File: src/rtl/evt_xlate_pkg.sv
package evt_xlate_pkg;
    // Request kinds as encoded on req_kind
    typedef enum logic [1:0] {
        K_DOORBELL = 2'd0,
        K_TRIGGER  = 2'd1,
        K_CLEAR    = 2'd2,
        K_DISCARD  = 2'd3
    } xl_kind_e;

    // Sequencer states, in lookup order
    typedef enum logic [3:0] {
        S_IDLE, S_DEV, S_TLO, S_THI, S_COL, S_NOTE, S_WLO, S_WHI, S_FIN
    } xl_state_e;

    localparam int HI_WORD_OFS = 8;   // byte offset of the translation high word
    localparam int SIZE_LSB    = 1;   // device entry size field
    localparam int SIZE_BITS   = 5;
    localparam int ITT_LSB     = 6;   // device entry base address field
    localparam int ITT_BITS    = 44;  // holds address bits 51:8
endpackage

File: src/rtl/xl_entry_dec.sv
// Field decoder for the three entry formats read by the sequencer.
// Assumes the caller only uses the outputs that match the entry being read.
module xl_entry_dec
    import evt_xlate_pkg::*;
#(
    parameter int AW    = 52,
    parameter int INT_W = 24,
    parameter int COL_W = 16,
    parameter int CPU_W = 8
) (
    input  logic [63:0]          word,
    output logic                 dev_ok,
    output logic [SIZE_BITS-1:0] dev_size,
    output logic [AW-1:0]        dev_base,
    output logic                 tlo_ok,
    output logic [INT_W-1:0]     tlo_intid,
    output logic [COL_W-1:0]     thi_coll,
    output logic                 col_ok,
    output logic [CPU_W-1:0]     col_cpu
);
    // Device entry: valid, size, base address bits 51:8
    always_comb begin
        dev_ok   = word[0];
        dev_size = word[SIZE_LSB +: SIZE_BITS];
        dev_base = AW'({word[ITT_LSB +: ITT_BITS], 8'h00});
    end

    // Translation words: low carries valid/type/ID, high carries collection
    always_comb begin
        tlo_ok    = word[0] & word[1];
        tlo_intid = word[2 +: INT_W];
        thi_coll  = word[COL_W-1:0];
    end

    // Collection entry: valid and processor number
    always_comb begin
        col_ok  = word[0];
        col_cpu = word[1 +: CPU_W];
    end

    logic unused_hi;
    assign unused_hi = ^word[63:50];
endmodule

File: src/rtl/xl_bounds.sv
// Range checks on identifiers against the configured capacities.
// Assumes capacities are held steady while a request is in flight.
module xl_bounds
    import evt_xlate_pkg::*;
#(
    parameter int DEV_W = 16,
    parameter int EVT_W = 16,
    parameter int COL_W = 16,
    parameter int CPU_W = 8
) (
    input  logic [DEV_W-1:0]     dev,
    input  logic [DEV_W:0]       dev_cap,
    input  logic [EVT_W-1:0]     evt,
    input  logic [SIZE_BITS-1:0] size,
    input  logic [COL_W-1:0]     coll,
    input  logic [COL_W:0]       coll_cap,
    input  logic [CPU_W-1:0]     cpu,
    input  logic [CPU_W:0]       cpu_cnt,
    output logic                 dev_in,
    output logic                 evt_in,
    output logic                 coll_in,
    output logic                 cpu_in
);
    localparam int EXT_W = 34;

    logic [EXT_W-1:0] evt_ext;
    logic [5:0]       shamt;

    // Event is legal when nothing survives a shift by size+1
    always_comb begin
        evt_ext = EXT_W'(evt);
        shamt   = 6'(size) + 6'd1;
        evt_in  = (evt_ext >> shamt) == '0;
    end

    // Identifier bounds against capacities
    always_comb begin
        dev_in  = {1'b0, dev}  < dev_cap;
        coll_in = {1'b0, coll} < coll_cap;
        cpu_in  = {1'b0, cpu}  < cpu_cnt;
    end
endmodule

File: src/rtl/evt_xlate_seq.sv
// Event translation sequencer: device -> translation -> collection lookup,
// then a pending set/clear pulse; discard also zeroes the translation entry.
// Assumes a walker answering combinationally and a memory that holds
// mem_ack for one cycle per request.
module evt_xlate_seq
    import evt_xlate_pkg::*;
#(
    parameter int AW    = 52,
    parameter int DEV_W = 16,
    parameter int EVT_W = 16,
    parameter int COL_W = 16,
    parameter int CPU_W = 8,
    parameter int INT_W = 24,
    localparam int IDX_W = (DEV_W > COL_W) ? DEV_W : COL_W
) (
    input  logic             clk,
    input  logic             rst_n,
    input  logic             en,
    input  logic [DEV_W:0]   cfg_dev_cap,
    input  logic [COL_W:0]   cfg_coll_cap,
    input  logic [CPU_W:0]   cfg_cpu_cnt,
    input  logic             req_valid,
    input  logic [1:0]       req_kind,
    input  logic [DEV_W-1:0] req_dev,
    input  logic [EVT_W-1:0] req_evt,
    output logic             busy,
    output logic             tbl_sel,
    output logic [IDX_W-1:0] tbl_idx,
    input  logic [AW-1:0]    tbl_addr,
    input  logic             tbl_miss,
    output logic             mem_req,
    output logic             mem_we,
    output logic             mem_wide,
    output logic [AW-1:0]    mem_addr,
    output logic [63:0]      mem_wdata,
    input  logic             mem_ack,
    input  logic             mem_err,
    input  logic [63:0]      mem_rdata,
    output logic             pend_valid,
    output logic             pend_set,
    output logic [CPU_W-1:0] pend_cpu,
    output logic [INT_W-1:0] pend_intid,
    output logic             done_valid,
    output logic             done_stall
);
    xl_state_e        st;
    xl_kind_e         kind_q;
    logic [DEV_W-1:0] dev_q;
    logic [EVT_W-1:0] evt_q;
    logic [AW-1:0]    ent_q;
    logic [INT_W-1:0] intid_q;
    logic             tlo_ok_q;
    logic [COL_W-1:0] coll_q;
    logic [CPU_W-1:0] cpu_q;
    logic             stall_q;

    logic                 d_ok, t_ok, c_ok;
    logic [SIZE_BITS-1:0] d_size;
    logic [AW-1:0]        d_base;
    logic [INT_W-1:0]     t_intid;
    logic [COL_W-1:0]     t_coll;
    logic [CPU_W-1:0]     c_cpu;
    logic                 dev_in, evt_in, coll_in, cpu_in;
    logic                 take;
    logic [AW-1:0]        ent_addr;

    xl_entry_dec #(.AW(AW), .INT_W(INT_W), .COL_W(COL_W), .CPU_W(CPU_W)) u_dec (
        .word(mem_rdata), .dev_ok(d_ok), .dev_size(d_size), .dev_base(d_base),
        .tlo_ok(t_ok), .tlo_intid(t_intid), .thi_coll(t_coll),
        .col_ok(c_ok), .col_cpu(c_cpu)
    );

    xl_bounds #(.DEV_W(DEV_W), .EVT_W(EVT_W), .COL_W(COL_W), .CPU_W(CPU_W)) u_bnd (
        .dev(req_dev), .dev_cap(cfg_dev_cap), .evt(evt_q), .size(d_size),
        .coll(t_coll), .coll_cap(cfg_coll_cap), .cpu(c_cpu), .cpu_cnt(cfg_cpu_cnt),
        .dev_in(dev_in), .evt_in(evt_in), .coll_in(coll_in), .cpu_in(cpu_in)
    );

    // Acceptance gate and translation entry address (base + event*12)
    always_comb begin
        take     = (st == S_IDLE) && req_valid && (req_kind != K_DOORBELL || en);
        ent_addr = d_base + (AW'(evt_q) << 3) + (AW'(evt_q) << 2);
    end

    // Lookup sequence with per-step validation
    always_ff @(posedge clk) begin
        if (!rst_n) begin
            st <= S_IDLE; kind_q <= K_DOORBELL; dev_q <= '0; evt_q <= '0;
            ent_q <= '0; intid_q <= '0; tlo_ok_q <= 1'b0; coll_q <= '0;
            cpu_q <= '0; stall_q <= 1'b0;
        end else begin
            case (st)
                S_IDLE: if (take) begin
                    kind_q  <= xl_kind_e'(req_kind);
                    dev_q   <= req_dev;
                    evt_q   <= req_evt;
                    stall_q <= 1'b0;
                    st      <= dev_in ? S_DEV : S_FIN;
                end
                S_DEV: if (tbl_miss) st <= S_FIN;
                    else if (mem_ack) begin
                        if (mem_err) begin stall_q <= 1'b1; st <= S_FIN; end
                        else if (!d_ok || !evt_in) st <= S_FIN;
                        else begin ent_q <= ent_addr; st <= S_TLO; end
                    end
                S_TLO: if (mem_ack) begin
                    if (mem_err) begin stall_q <= 1'b1; st <= S_FIN; end
                    else begin tlo_ok_q <= t_ok; intid_q <= t_intid; st <= S_THI; end
                end
                S_THI: if (mem_ack) begin
                    if (mem_err) begin stall_q <= 1'b1; st <= S_FIN; end
                    else if (!tlo_ok_q || !coll_in) st <= S_FIN;
                    else begin coll_q <= t_coll; st <= S_COL; end
                end
                S_COL: if (tbl_miss) st <= S_FIN;
                    else if (mem_ack) begin
                        if (mem_err) begin stall_q <= 1'b1; st <= S_FIN; end
                        else if (!c_ok || !cpu_in) st <= S_FIN;
                        else begin cpu_q <= c_cpu; st <= S_NOTE; end
                    end
                S_NOTE: st <= (kind_q == K_DISCARD) ? S_WLO : S_FIN;
                S_WLO: if (mem_ack) begin
                    if (mem_err) begin stall_q <= 1'b1; st <= S_FIN; end
                    else st <= S_WHI;
                end
                S_WHI: if (mem_ack) begin
                    stall_q <= mem_err;
                    st      <= S_FIN;
                end
                S_FIN:   st <= S_IDLE;
                default: st <= S_IDLE;
            endcase
        end
    end

    // Walker and memory port drive from the current state
    always_comb begin
        tbl_sel   = (st == S_COL);
        tbl_idx   = (st == S_COL) ? IDX_W'(coll_q) : IDX_W'(dev_q);
        mem_req   = ((st == S_DEV || st == S_COL) && !tbl_miss) ||
                    st == S_TLO || st == S_THI || st == S_WLO || st == S_WHI;
        mem_we    = (st == S_WLO) || (st == S_WHI);
        mem_wide  = (st != S_THI) && (st != S_WHI);
        mem_wdata = '0;
        case (st)
            S_DEV, S_COL: mem_addr = tbl_addr;
            S_THI, S_WHI: mem_addr = ent_q + AW'(HI_WORD_OFS);
            default:      mem_addr = ent_q;
        endcase
    end

    // Result outputs
    always_comb begin
        busy       = (st != S_IDLE);
        pend_valid = (st == S_NOTE);
        pend_set   = (kind_q == K_DOORBELL) || (kind_q == K_TRIGGER);
        pend_cpu   = cpu_q;
        pend_intid = intid_q;
        done_valid = (st == S_FIN);
        done_stall = stall_q;
    end

    // an outstanding access keeps its address and direction
    p_hold_access_r12: assert property (@(posedge clk) disable iff (!rst_n)
        mem_req && !mem_ack |=> mem_req && $stable(mem_addr) && $stable(mem_we));

    // completion frees the sequencer on the next cycle
    p_done_frees_r1: assert property (@(posedge clk) disable iff (!rst_n)
        done_valid |=> !busy);

    // a pending update lasts exactly one cycle
    p_pend_single_r9: assert property (@(posedge clk) disable iff (!rst_n)
        pend_valid |=> !pend_valid);

    // pulse never targets a processor outside the configured count
    p_pend_cpu_r8: assert property (@(posedge clk) disable iff (!rst_n)
        pend_valid |-> ({1'b0, pend_cpu} < cfg_cpu_cnt));

    // writes only happen on behalf of a discard
    p_write_discard_r10: assert property (@(posedge clk) disable iff (!rst_n)
        mem_req && mem_we |-> kind_q == K_DISCARD);

    // a doorbell only starts while enabled
    p_bell_enabled_r2: assert property (@(posedge clk) disable iff (!rst_n)
        $rose(busy) && kind_q == K_DOORBELL |-> $past(en));
endmodule

File: config.mk
export PLATFORM = sky130hd
export DESIGN_NAME = evt_xlate_seq
export DESIGN_NICKNAME = d
export VERILOG_FILES = /design/src/rtl/evt_xlate_pkg.sv /design/src/rtl/xl_entry_dec.sv /design/src/rtl/xl_bounds.sv /design/src/rtl/evt_xlate_seq.sv
export SDC_FILE = /design/constraint.sdc
export NUM_CORES = 1
export LEC_CHECK = 0
export ABC_AREA = 1
export BUFFER_PORTS_ARGS = -buffer_cell sky130_fd_sc_hd__buf_2
export CORE_MARGIN = 2
export CORE_UTILIZATION = 24
export DETAILED_ROUTE_END_ITERATION = 8
export GPL_ROUTABILITY_DRIVEN = 0
export GPL_TIMING_DRIVEN = 0
export PLACE_DENSITY = 0.43
export SLEW_MARGIN = 0
export SYNTH_ARGS = -nofsm -noshare
export SYNTH_HDL_FRONTEND = slang
export SYNTH_SLANG_ARGS = --single-unit
File: constraint.sdc
create_clock -name clk -period 5.15 [get_ports clk]
set_input_delay 0.2575 -clock clk [delete_from_list [all_inputs] [get_ports clk]]
set_output_delay 0.2575 -clock clk [all_outputs]
set_load 0.005 [all_outputs]
Word level (Yosys, flattened, before mapping)
Index checks and enable logic that the tools add are counted.

operators by class
  $add $sub $neg = 4
  order comparisons = 3
  equality and inequality tests = 20
  shifts and indexed selects = 1
  muxes and demuxes = 28
  bitwise logic cells = 6
  reduce and logical (&&, ||, !) cells = 37

operators with widths
  cell                                                  number
  one-hot mux 52 bit (2 select lines)                   1
  2-to-1 mux 4 bit                                      19
  adder 52 x 18 -> 52 bit                               1
  adder 52 x 19 -> 52 bit                               1
  adder 52 x 4 -> 52 bit (second input constant)        1
  zero test 34 bit                                      1
  < comparator 16 x 17 -> 1 bit                         2
  >> shifter 16 x 6 -> 34 bit                           1
  one-hot mux 4 bit (8 select lines)                    1
  equality test 4 x 3 -> 1 bit (second input constant)  4
  2-to-1 mux 16 bit                                     1
  inequality test 2 bit (second input constant)         6
  logical OR 1 bit                                      11
  AND reduction 5 bit                                   2
  < comparator 8 x 9 -> 1 bit                           1
  equality test 4 x 2 -> 1 bit (second input constant)  2
  AND reduction 4 bit                                   2
  nonzero test 4 bit                                    2
  AND reduction 7 bit                                   1
  adder 5 x 1 -> 6 bit (second input constant)          1
  zero test 1 bit                                       6
  2-to-1 mux 1 bit                                      5
  NOT 1 bit                                             5
  equality test 4 x 1 -> 1 bit (second input constant)  1
  17 further kinds                                      21

storage, ports and cells
  register bits = 140
  input bits = 200
  output and inout bits = 173
  logic and storage cells = 109

Depth between registers and ports, before layout
Gate-level depths: netlist of the first run.

  depth after elaboration = 10
  mapped depth = 18
  gate-level depth less buffers = 18

Cells and area by module
Synthesis of the first run repeated with hierarchy kept, for this count alone.

second synthesis, totals
  cells, all modules = 2,260
  area, all modules = 13,496.7 sq um

modules (own cells, without submodules)
  module         instances  cells each  area an instance (sq um)  sequential area each (sq um)
  evt_xlate_seq  1          1,908       11,260.8                  2,802.7
  xl_bounds      1          242         1,421.4                   0.0
  xl_entry_dec   1          110         814.5                     0.0

Worst setup path after synthesis of the first run
Ideal clock, no wire load.

  path type = flip-flop to flip-flop
  start = register evt_q[1]
  end = register ent_q[42]
  arrival time = 2.415 ns
  data required time = 5.036 ns
  setup slack = 2.621 ns
  cell stages (with the launch flop) = 15
  buffers on the path = 0
  cell sequence = dfxtp_1 ha_1 ha_1 inv_1 fa_1 o21ai_1 nand2_1 nand2_1 nand3_1 nand2_1 nand2_1 nor2_1 nand3_1 a21oi_1 nor2_1

on the way
  cells in the longest elaborated chain, start to end = 6
  elaborated cells between the ends (all ways) = 8

ends and longest elaborated chain
  item                                                             line                  RTL
  from (decl)                                                      evt_xlate_seq.sv:49   logic [EVT_W-1:0] evt_q;
  from (signal assigned)                                           evt_xlate_seq.sv:96   evt_q <= req_evt;
  branches (longest 6 deep; another with adder 52 x 19 -> 52 bit)  n/a
  to (signal assigned)                                             evt_xlate_seq.sv:89   ent_q <= '0; intid_q <= '0; tlo_ok_q <= 1'b0; coll_q <= '0;
  to (signal assigned)                                             evt_xlate_seq.sv:104  else begin ent_q <= ent_addr; st <= S_TLO; end
  to (decl)                                                        evt_xlate_seq.sv:50   logic [AW-1:0] ent_q;

Parallel ways; which one is timed is not known.
A chain may end at the register's enable or synchronous reset.

Worst setup path after layout of the first run
  start = register st[0]
  end = output mem_addr[26]

on the way
  cells in the longest elaborated chain, start to end = 3
  elaborated cells between the ends (all ways) = 7

ends and longest elaborated chain
  item                                                        line                  RTL
  from (decl)                                                 evt_xlate_seq.sv:46   xl_state_e st;
  from (signal assigned)                                      evt_xlate_seq.sv:98   st <= dev_in ? S_DEV : S_FIN;
  from (signal assigned)                                      evt_xlate_seq.sv:121  S_NOTE: st <= (kind_q == K_DISCARD) ? S_WLO : S_FIN;
  equality test 4 x 2 -> 1 bit, or another cell as far along  evt_xlate_seq.sv:145  case (st)
  OR reduction 2 bit, on equally long branches                n/a
  one-hot mux 52 bit (2 select lines) (*)                     evt_xlate_seq.sv:145
  to (decl)                                                   evt_xlate_seq.sv:34   output logic [AW-1:0] mem_addr,

Every way passes the cells marked *; elsewhere a longest branch is shown, timed or not.

==> impl_summary.txt, run 1 <==
----------------------------------------------------
[Place]
  Placed Area ... around 14000 sq um
  Input/output buffers ... 292
  Dpl cells ... between 2000 and 3000
  Sum of net half-perimeters after detailed placement ... between 40000 and 50000 microns

[Clocking]
  Clock sink total ... 138
  Count of H-tree levels built during CTS ... 4
  Largest buffer count on any clock path ... 2
  Post-CTS Setup Repair Bufs ... 0
  Clock root buffer ... sky130_fd_sc_hd__clkbuf_16
  Clk_lat worst skew ... 440 ps
  Number of buffers inserted for hold repair after clock tree synthesis ... 0
  Post-cts gate resize count ... 0
  Clock tree from TritonCTS ... built
  Clock slew seen by the registers of the worst setup and hold paths ... approximately 70 ps
  Number of buffers created by CTS ... 17

[Power]
  Cell-internal power ... 0.002484 W
  Net Sw Power ... 0.001741 W
  Part of the power in registers ... 0.292
  Worst IR Drop VDD ... approximately 0.25 mV
  Switching power as a share of total power ... 0.4120
  Combinational power share ... 0.409
  Clock group share of total power ... 0.299
  Power density of the placed cells ... roughly 280 nW/um^2
  Standby leakage power ... between 7 and 8 nW

[Hold path]
  Min-delay src ... req_evt[15]
  Min-delay worst type ... primary input to flop
  Number of instances on the worst hold path ... 3
  End of the worst hold path ... evt_q[15]

[Timing]
  Worst Tran Pin Value ... slightly above 800 ps
  Max Freq ... 0.2800 GHz
  Remaining max-slew budget at the tightest pin ... 0.4485
  Total count of hold-check failures in the final report ... 0
  Final TNS setup ... 0 ps
  RSZ-0062 raised after global routing ... false
  Hold Slack ... roughly 65 ps
  Minimum clock period ... between 3000 and 4000 ps
  Setup violations, final ... 0
  Post-Route Skew ... ~9.2 ps
  Period utilization ... 0.6935
  Max Slew Vio Count ... 0

[Logic synthesis]
  Library cell occupying the most area in the post-synthesis netlist ... sky130_fd_sc_hd__dfxtp_1
  Avg Synthesized Cell Area ... between 6 and 7 sq um
  Synth Cell Area ... 11750 sq um
  Part of the Yosys area used for sequential elements ... 0.2351
  Proportion of synthesized flip-flops having asynchronous set or reset ... 0
  Yosys top cell area share ... 0.2351
  Unique masters post-synth ... 44
  Gate Count Post-Synth ... approximately 1900
  Top post-synthesis cells by area ... sky130_fd_sc_hd__dfxtp_1 24%, sky130_fd_sc_hd__nand2_1 17%, sky130_fd_sc_hd__nor2_1 8.1%
  Number of synthesized register bits ... 138
  Most used DFF post-synth ... sky130_fd_sc_hd__dfxtp_1
  Number of enable flip-flop cells after synthesis ... 0
  Yosys Warn Count ... 0

[Worst setup path]
  Sort of element at the end of the critical path ... output port
  Startpoint of the worst register-to-register path ... evt_q[1]
  Worst R2R Path Depth ... 14
  Setup Crit Path Kind ... flop to output port
  Data arrival time at the worst-slack endpoint ... 3310 ps
  Critical path startpoint category ... flop
  Capture point of the worst reg-to-reg path ... ent_q[42]
  Endpoint required time on the critical path ... 4890 ps
  Maximum fanout along the worst path ... 10
  FF-to-FF setup slack ... roughly 1900 ps

[Floorplanning]
  Area of the placeable core ... ~49000 sq um
  Floorplan die area ... ~51000 sq um
  I/O pin total ... about 370
  Width of the die ... between 200 and 250 microns
  Number of rows created at floorplan ... 81
  Die H ... between 200 and 250 microns
  Initial Util ... 0.2415

[Route]
  DR WL/cell ... 17.23 microns
  Number of detailed-routing iterations run before antenna repair ... 5
  DRC marker count from the first detailed-route iteration ... 1049
  DRC violations left ... 0
  Count of nets left with antenna violations after detail routing ... 0
  Via count normalized by instance count ... ~4.6
  Total routed wirelength ... between 50000 and 60000 microns
  Detailed-route via count ... 13630

[Global route]
  Global-route wire length before repair ... about 76000 microns
  Final global-route overflow total ... 0
  Via count of the first global-routing pass ... 13080
  Number of antenna violations at the first check in global routing ... 7
  Maximum number of pins on one net before global-route repair ... 17
  Overall global routing resource usage ... 0.1979

[Job]
  Number of max-cap violations ... 0

[Cells and area]
  Layout cell share with drive strength beyond 1 ... 0.1774
  Layout overhead on the synthesized area ... 26.20%
  Commonest cells after routing, fill and taps aside ... 518 x sky130_fd_sc_hd__nand2_1, 297 x sky130_fd_sc_hd__buf_2, 255 x sky130_fd_sc_hd__nor2_1
  Leading cell type in the layout, fill and taps excluded ... sky130_fd_sc_hd__nand2_1
  Layout Cells excl Fill ... 2955
  Number of nets in the final layout ... 2586
  Finished layout cell area ... approximately 15000 sq um

[Run status]
  Run status ... complete, no violations

----------------------------------------------------
## metal layers
metal,share of wire,vias to the layer above,track usage
met1,0.45,6139,0.2541
met5,0.00067,-,0
met2,0.47,463,0.3380
met4,0.024,4,0.06388
li1,-,6958,-
met3,0.059,70,0.03103
## power groups by stage
stage	registers, W	clock network (W)	logic, W
2_1_floorplan	0.00123	0	0.00109
3_3_place_gp	0.00126	0	0.00173
3_5_place_dp	0.00126	0	0.00173
4_1_cts	0.00123	0.00129	0.00175
5_1_grt	0.00125	0.00133	0.00196
6_report	0.00123	0.00126	0.00173
## registers in the layout, indices dropped and copies added, names as in the netlist
register,flops
done_stall,1
kind_q,2
tlo_ok_q,1
st,4
evt_q,16
coll_q,16
pend_intid,24
ent_q,50
pend_cpu,8
dev_q,16
## Yosys cell counts, types with 3 or more instances
cell,count
sky130_fd_sc_hd__inv_1,234
sky130_fd_sc_hd__clkbuf_1,49
sky130_fd_sc_hd__buf_6,4
sky130_fd_sc_hd__o21a_1,3
sky130_fd_sc_hd__nand3b_1,6
sky130_fd_sc_hd__o21ai_1,6
sky130_fd_sc_hd__a21oi_1,134
sky130_fd_sc_hd__xnor2_1,9
sky130_fd_sc_hd__o21ai_0,100
sky130_fd_sc_hd__o31ai_1,8
sky130_fd_sc_hd__dfxtp_1,138
sky130_fd_sc_hd__o211ai_1,18
sky130_fd_sc_hd__nor4_1,15
sky130_fd_sc_hd__nand4_1,46
sky130_fd_sc_hd__a22oi_1,30
sky130_fd_sc_hd__clkinv_1,3
sky130_fd_sc_hd__fa_1,11
sky130_fd_sc_hd__o21bai_1,3
sky130_fd_sc_hd__buf_2,5
sky130_fd_sc_hd__a21oi_2,3
sky130_fd_sc_hd__and2_1,4
sky130_fd_sc_hd__nand2_1,518
sky130_fd_sc_hd__nor2_1,255
sky130_fd_sc_hd__ha_1,60
sky130_fd_sc_hd__buf_4,64
sky130_fd_sc_hd__and3_1,4
sky130_fd_sc_hd__nor3_1,39
sky130_fd_sc_hd__xor2_1,28
sky130_fd_sc_hd__nand3_1,121
sky130_fd_sc_hd__nor2_2,3
## worst max-delay path: stages (launching register included)
cell and delay, ps:
sky130_fd_sc_hd__dfxtp_1 300, sky130_fd_sc_hd__buf_2 180, sky130_fd_sc_hd__nand2_1 110, sky130_fd_sc_hd__nor2_1 550
sky130_fd_sc_hd__clkinv_1 520, sky130_fd_sc_hd__clkbuf_1 480, sky130_fd_sc_hd__o31ai_1 520, sky130_fd_sc_hd__buf_2 200
## final cells by class
class | count | area, sq um
well taps | 622 | 778.2
plain buffers | 124 | 742.0
clock inverters | 15 | 163.9
inverters | 239 | 897.1
multi-input cells | 1503 | 7584
fillers | 5543 | 33820
clock buffers | 17 | 425.4
diodes | 5 | 12.51
repair buffers | 292 | 1461
flip-flops and latches | 138 | 2763
## worst max path at each step
stage | cells past startpoint | endpoint | start
3_5_place_dp | 16 | ent_q[42] | mem_rdata[6]
4_1_cts | 7 | mem_addr[26] | st[0]
6_report | 7 | mem_addr[26] | st[0]
3_3_place_gp | 14 | ent_q[42] | evt_q[1]
5_1_grt | 9 | mem_addr[18] | st[0]
2_1_floorplan | 14 | ent_q[42] | evt_q[1]
## kinds of logic (layout without fill, tap and decap cells)
group | count (synthesis) | after routing | share of synthesized area
compound gates | 312 | 312 | 0.1487
fa+ha+maj | 71 | 71 | 0.08264
simple gates | 1019 | 1019 | 0.3661
other cells | 1 | 69 | 0.0003192
buf+inv | 363 | 687 | 0.1395
flops | 138 | 138 | 0.2351
xor+xnor | 37 | 37 | 0.02758
## metrics by stage
step	utilization	setup WS, ps	total power, W
finish	0.3048	1578	0.004225
global route	0.3047	1473	0.004538
CTS	0.3045	1683	0.004267
detailed placement	0.2924	1913	0.002992
global placement	0.2924	1890	0.002993
floorplan	-	2621	0.002325
(Power assumes the default switching activity.)
==> run 2: changes to the inputs <==
Settings changed: PLACE_DENSITY 0.43 to 0.44.
Clock period 5.15 ns to 3.1 ns, I/O delays scaled along.
==> run 2 against run 1 <==
Critical path depth unchanged. Sequential cell count unchanged. Clock power increased by 68%. Register-to-register slack worse by 1700 ps.
==> impl_summary.txt, run 2 (synthesis results as in run 1) <==
----------------------------------------------------
[Global route]
  Met2 global-route usage ... 0.3397 (was 0.3380)
  Global-route track usage on met3 ... 0.02686 (was 0.03103)
  Final global-route overflow total ... 0 (unchanged)
  Maximum number of pins on one net before global-route repair ... 17 (unchanged)
  GRT Max-Usage Layer ... met2 (unchanged)
  Number of antenna violations at the first check in global routing ... 3 (was 7)
  Global Route met1 Usage ... 0.2528 (was 0.2541)
  Global-route wire length before repair ... 75640 microns (was 75980 microns)
  Overall global routing resource usage ... 0.1974 (was 0.1979)
  Via count of the first global-routing pass ... 13070 (was 13080)

[Worst setup path]
  Slowest cell delay on critical path ... 540 ps (was 550 ps)
  Setup Crit Path Kind ... flop to output port (unchanged)
  Maximum fanout along the worst path ... 6 (was 10)
  Capture point of the worst reg-to-reg path ... ent_q[50] (was ent_q[42])
  Startpoint of the worst register-to-register path ... evt_q[1] (unchanged)
  FF-to-FF setup slack ... 200 ps (was 1850 ps)
  Ordered list of cells on the worst path ... nand2_1 -> nor3_1 -> nand2_1 -> nor2_1 -> nor2_1 -> o31ai_1 -> buf_2 (was buf_2 -> nand2_1 -> nor2_1 -> clkinv_1 -> clkbuf_1 -> o31ai_1 -> buf_2)
  Endpoint required time on the critical path ... 2940 ps (was 4890 ps)
  Sort of element at the end of the critical path ... output port (unchanged)
  Critical path startpoint category ... flop (unchanged)
  Data arrival time at the worst-slack endpoint ... 2780 ps (was 3310 ps)
  Slowest stage cell, crit path ... sky130_fd_sc_hd__o31ai_1 (was sky130_fd_sc_hd__nor2_1)
  Worst R2R Path Depth ... 12 (was 14)

[Cells and area]
  Top reg by flops ... ent_q (unchanged)
  Layout cell share with drive strength beyond 1 ... 0.1868 (was 0.1774)
  Commonest cells after routing, fill and taps aside ... 513 x sky130_fd_sc_hd__nand2_1, 297 x sky130_fd_sc_hd__buf_2, 251 x sky130_fd_sc_hd__nor2_1 (was 518 x sky130_fd_sc_hd__nand2_1, 297 x sky130_fd_sc_hd__buf_2, 255 x sky130_fd_sc_hd__nor2_1)
  Layout overhead on the synthesized area ... 28.86% (was 26.20%)
  Flip-flop count of the largest register after layout ... 50 (unchanged)
  Number of nets in the final layout ... 2608 (was 2586)
  Layout Cells excl Fill ... 2975 (was 2955)
  Leading cell type in the layout, fill and taps excluded ... sky130_fd_sc_hd__nand2_1 (unchanged)

[Floorplanning]
  Number of rows created at floorplan ... 81 (unchanged)
  I/O pin total ... 373 (unchanged)
  Floorplan die area ... 50740 sq um (unchanged)
  Initial Util ... 0.2415 (unchanged)
  Width of the die ... 225.3 microns (unchanged)
  Die H ... 225.3 microns (unchanged)
  Area of the placeable core ... 48650 sq um (unchanged)

[Place]
  Sum of net half-perimeters after detailed placement ... 42970 microns (was 43040 microns)
  Dpl cells ... 2918 (unchanged)
  Input/output buffers ... 292 (unchanged)
  Post-place setup slack ... -146.9 ps (was 1913 ps)

[Timing]
  Period utilization ... 0.9463
  Max Freq ... approximately 0.34 GHz
  Max Slew Vio Count ... 0 (unchanged)
  Minimum clock period ... 2933 ps
  Setup violations, final ... 0 (unchanged)
  Minimum setup slack in the final design ... 166.6 ps (was 1578 ps)
  Total count of hold-check failures in the final report ... 0 (unchanged)
  Post-Route Skew ... 6.337 ps (was 9.203 ps)
  Remaining max-slew budget at the tightest pin ... 0.4366 (was 0.4485)
  RSZ-0062 raised after global routing ... true (was false)
  Worst Tran Pin Value ... 845.1 ps (was 818.7 ps)

[Route]
  Via count normalized by instance count ... 4.646 (was 4.614)
  Number of detailed-routing iterations run before antenna repair ... 6 (was 5)
  DR WL/cell ... 17.18 microns (was 17.23 microns)
  Total routed wirelength ... 51110 microns (was 50930 microns)
  DRC marker count from the first detailed-route iteration ... 917 (was 1049)
  Count of nets left with antenna violations after detail routing ... 0 (unchanged)
  DRC violations left ... 0 (unchanged)
  Detailed-route via count ... 13820 (was 13630)

[Clocking]
  Largest buffer count on any clock path ... 2 (unchanged)
  Clock slew seen by the registers of the worst setup and hold paths ... 60 ps (was 70 ps)
  Clock root buffer ... sky130_fd_sc_hd__clkbuf_16 (unchanged)
  Number of buffers created by CTS ... 17 (unchanged)
  Clock sink total ... 138 (unchanged)
  Count of H-tree levels built during CTS ... 4 (unchanged)
  Clock tree from TritonCTS ... built (unchanged)
  Clk_lat worst skew ... 440 ps (about the same)

[Hold path]
  Min-delay src ... req_evt[1] (was req_evt[15])
  Min-delay worst type ... primary input to flop (unchanged)
  End of the worst hold path ... evt_q[1] (was evt_q[15])
  Number of instances on the worst hold path ... 3 (unchanged)

[Power]
  Power density of the placed cells ... 470.4 nW/um^2 (was 285.0 nW/um^2)
  Standby leakage power ... 7.291 nW (was 7.166 nW)
  Worst IR Drop VDD ... 0.4456 mV (was 0.2458 mV)
  Total power ... 0.007122 W (was 0.004225 W)

[Job]
  Number of max-cap violations ... 0 (unchanged)

[Run status]
  Run status ... complete, no violations (unchanged)

----------------------------------------------------
==> run 2: worst max-delay path: cells and delay by family, from the launching register on <==
kind / cells / cell delay, ps
compound gates: 1 / 540
buf+inv: 1 / 220
flops: 1 / 460
simple gates: 5 / 1110
==> run 2: how the worst max path moves through the flow <==
stage,start,to,slack (ps),depth (start not counted)
2_1_floorplan,evt_q[1],ent_q[42],570,14
3_3_place_gp,evt_q[1],ent_q[42],-160,14
3_5_place_dp,evt_q[1],ent_q[42],-150,14
4_1_cts,evt_q[1],ent_q[42],7,14
5_1_grt,st[3],mem_addr[6],-20,8
6_report,ent_q[13],mem_addr[18],170,7
==> run 2: metal layers <==
metal	vias up	wire [microns]
li1	6992	-
met1	6292	23000
met2	464	24080
met3	71	2668
met4	2	1350
met5	-	11
==> run 2: report_power, final <==
| part | leakage, nW | internal [W] | switching (W) |
|---|---|---|---|
| Sequential | 1.12 | 0.00191 | 0.000139 |
| Combinational | 5.89 | 0.00106 | 0.00189 |
| Clock | 0.284 | 0.00122 | 0.000898 |
==> run 2: layout make-up <==
class | count | area (sq um)
Inverter | 239 | 900.9
Tap cell | 622 | 778.2
Antenna cell | 3 | 7.507
Timing Repair Buffer | 314 | 1672
Fill cell | 5616 | 33510
Sequential cell | 138 | 2769
Clock buffer | 18 | 439.2
Clock inverter | 14 | 161.4
Buffer | 124 | 744.5
Multi-Input combinational cell | 1503 | 7667
==> run 2: through the flow <==
| step | hold slack, ps | area (sq um) | TNS [ps] | utilization |
|---|---|---|---|---|
| 2_1_floorplan | 289.9 | 11990 | 0 | - |
| 3_3_place_gp | 408.4 | 14220 | -472.4 | 0.2924 |
| 3_5_place_dp | 414.9 | 14220 | -346.9 | 0.2924 |
| 4_1_cts | 0.2978 | 15030 | 0 | 0.3089 |
| 5_1_grt | 32.38 | 15140 | -17.28 | 0.3112 |
| 6_report | 10.62 | 15140 | 0 | 0.3112 |
==> run 2: timing repair <==
item	4_1_cts	5_1_grt
resized for setup	10	22
hold buffers	18	0
endpoints found under the hold margin	19	0
setup buffers	0	4
pin swaps	0	3
setup endpoints to repair	47	38
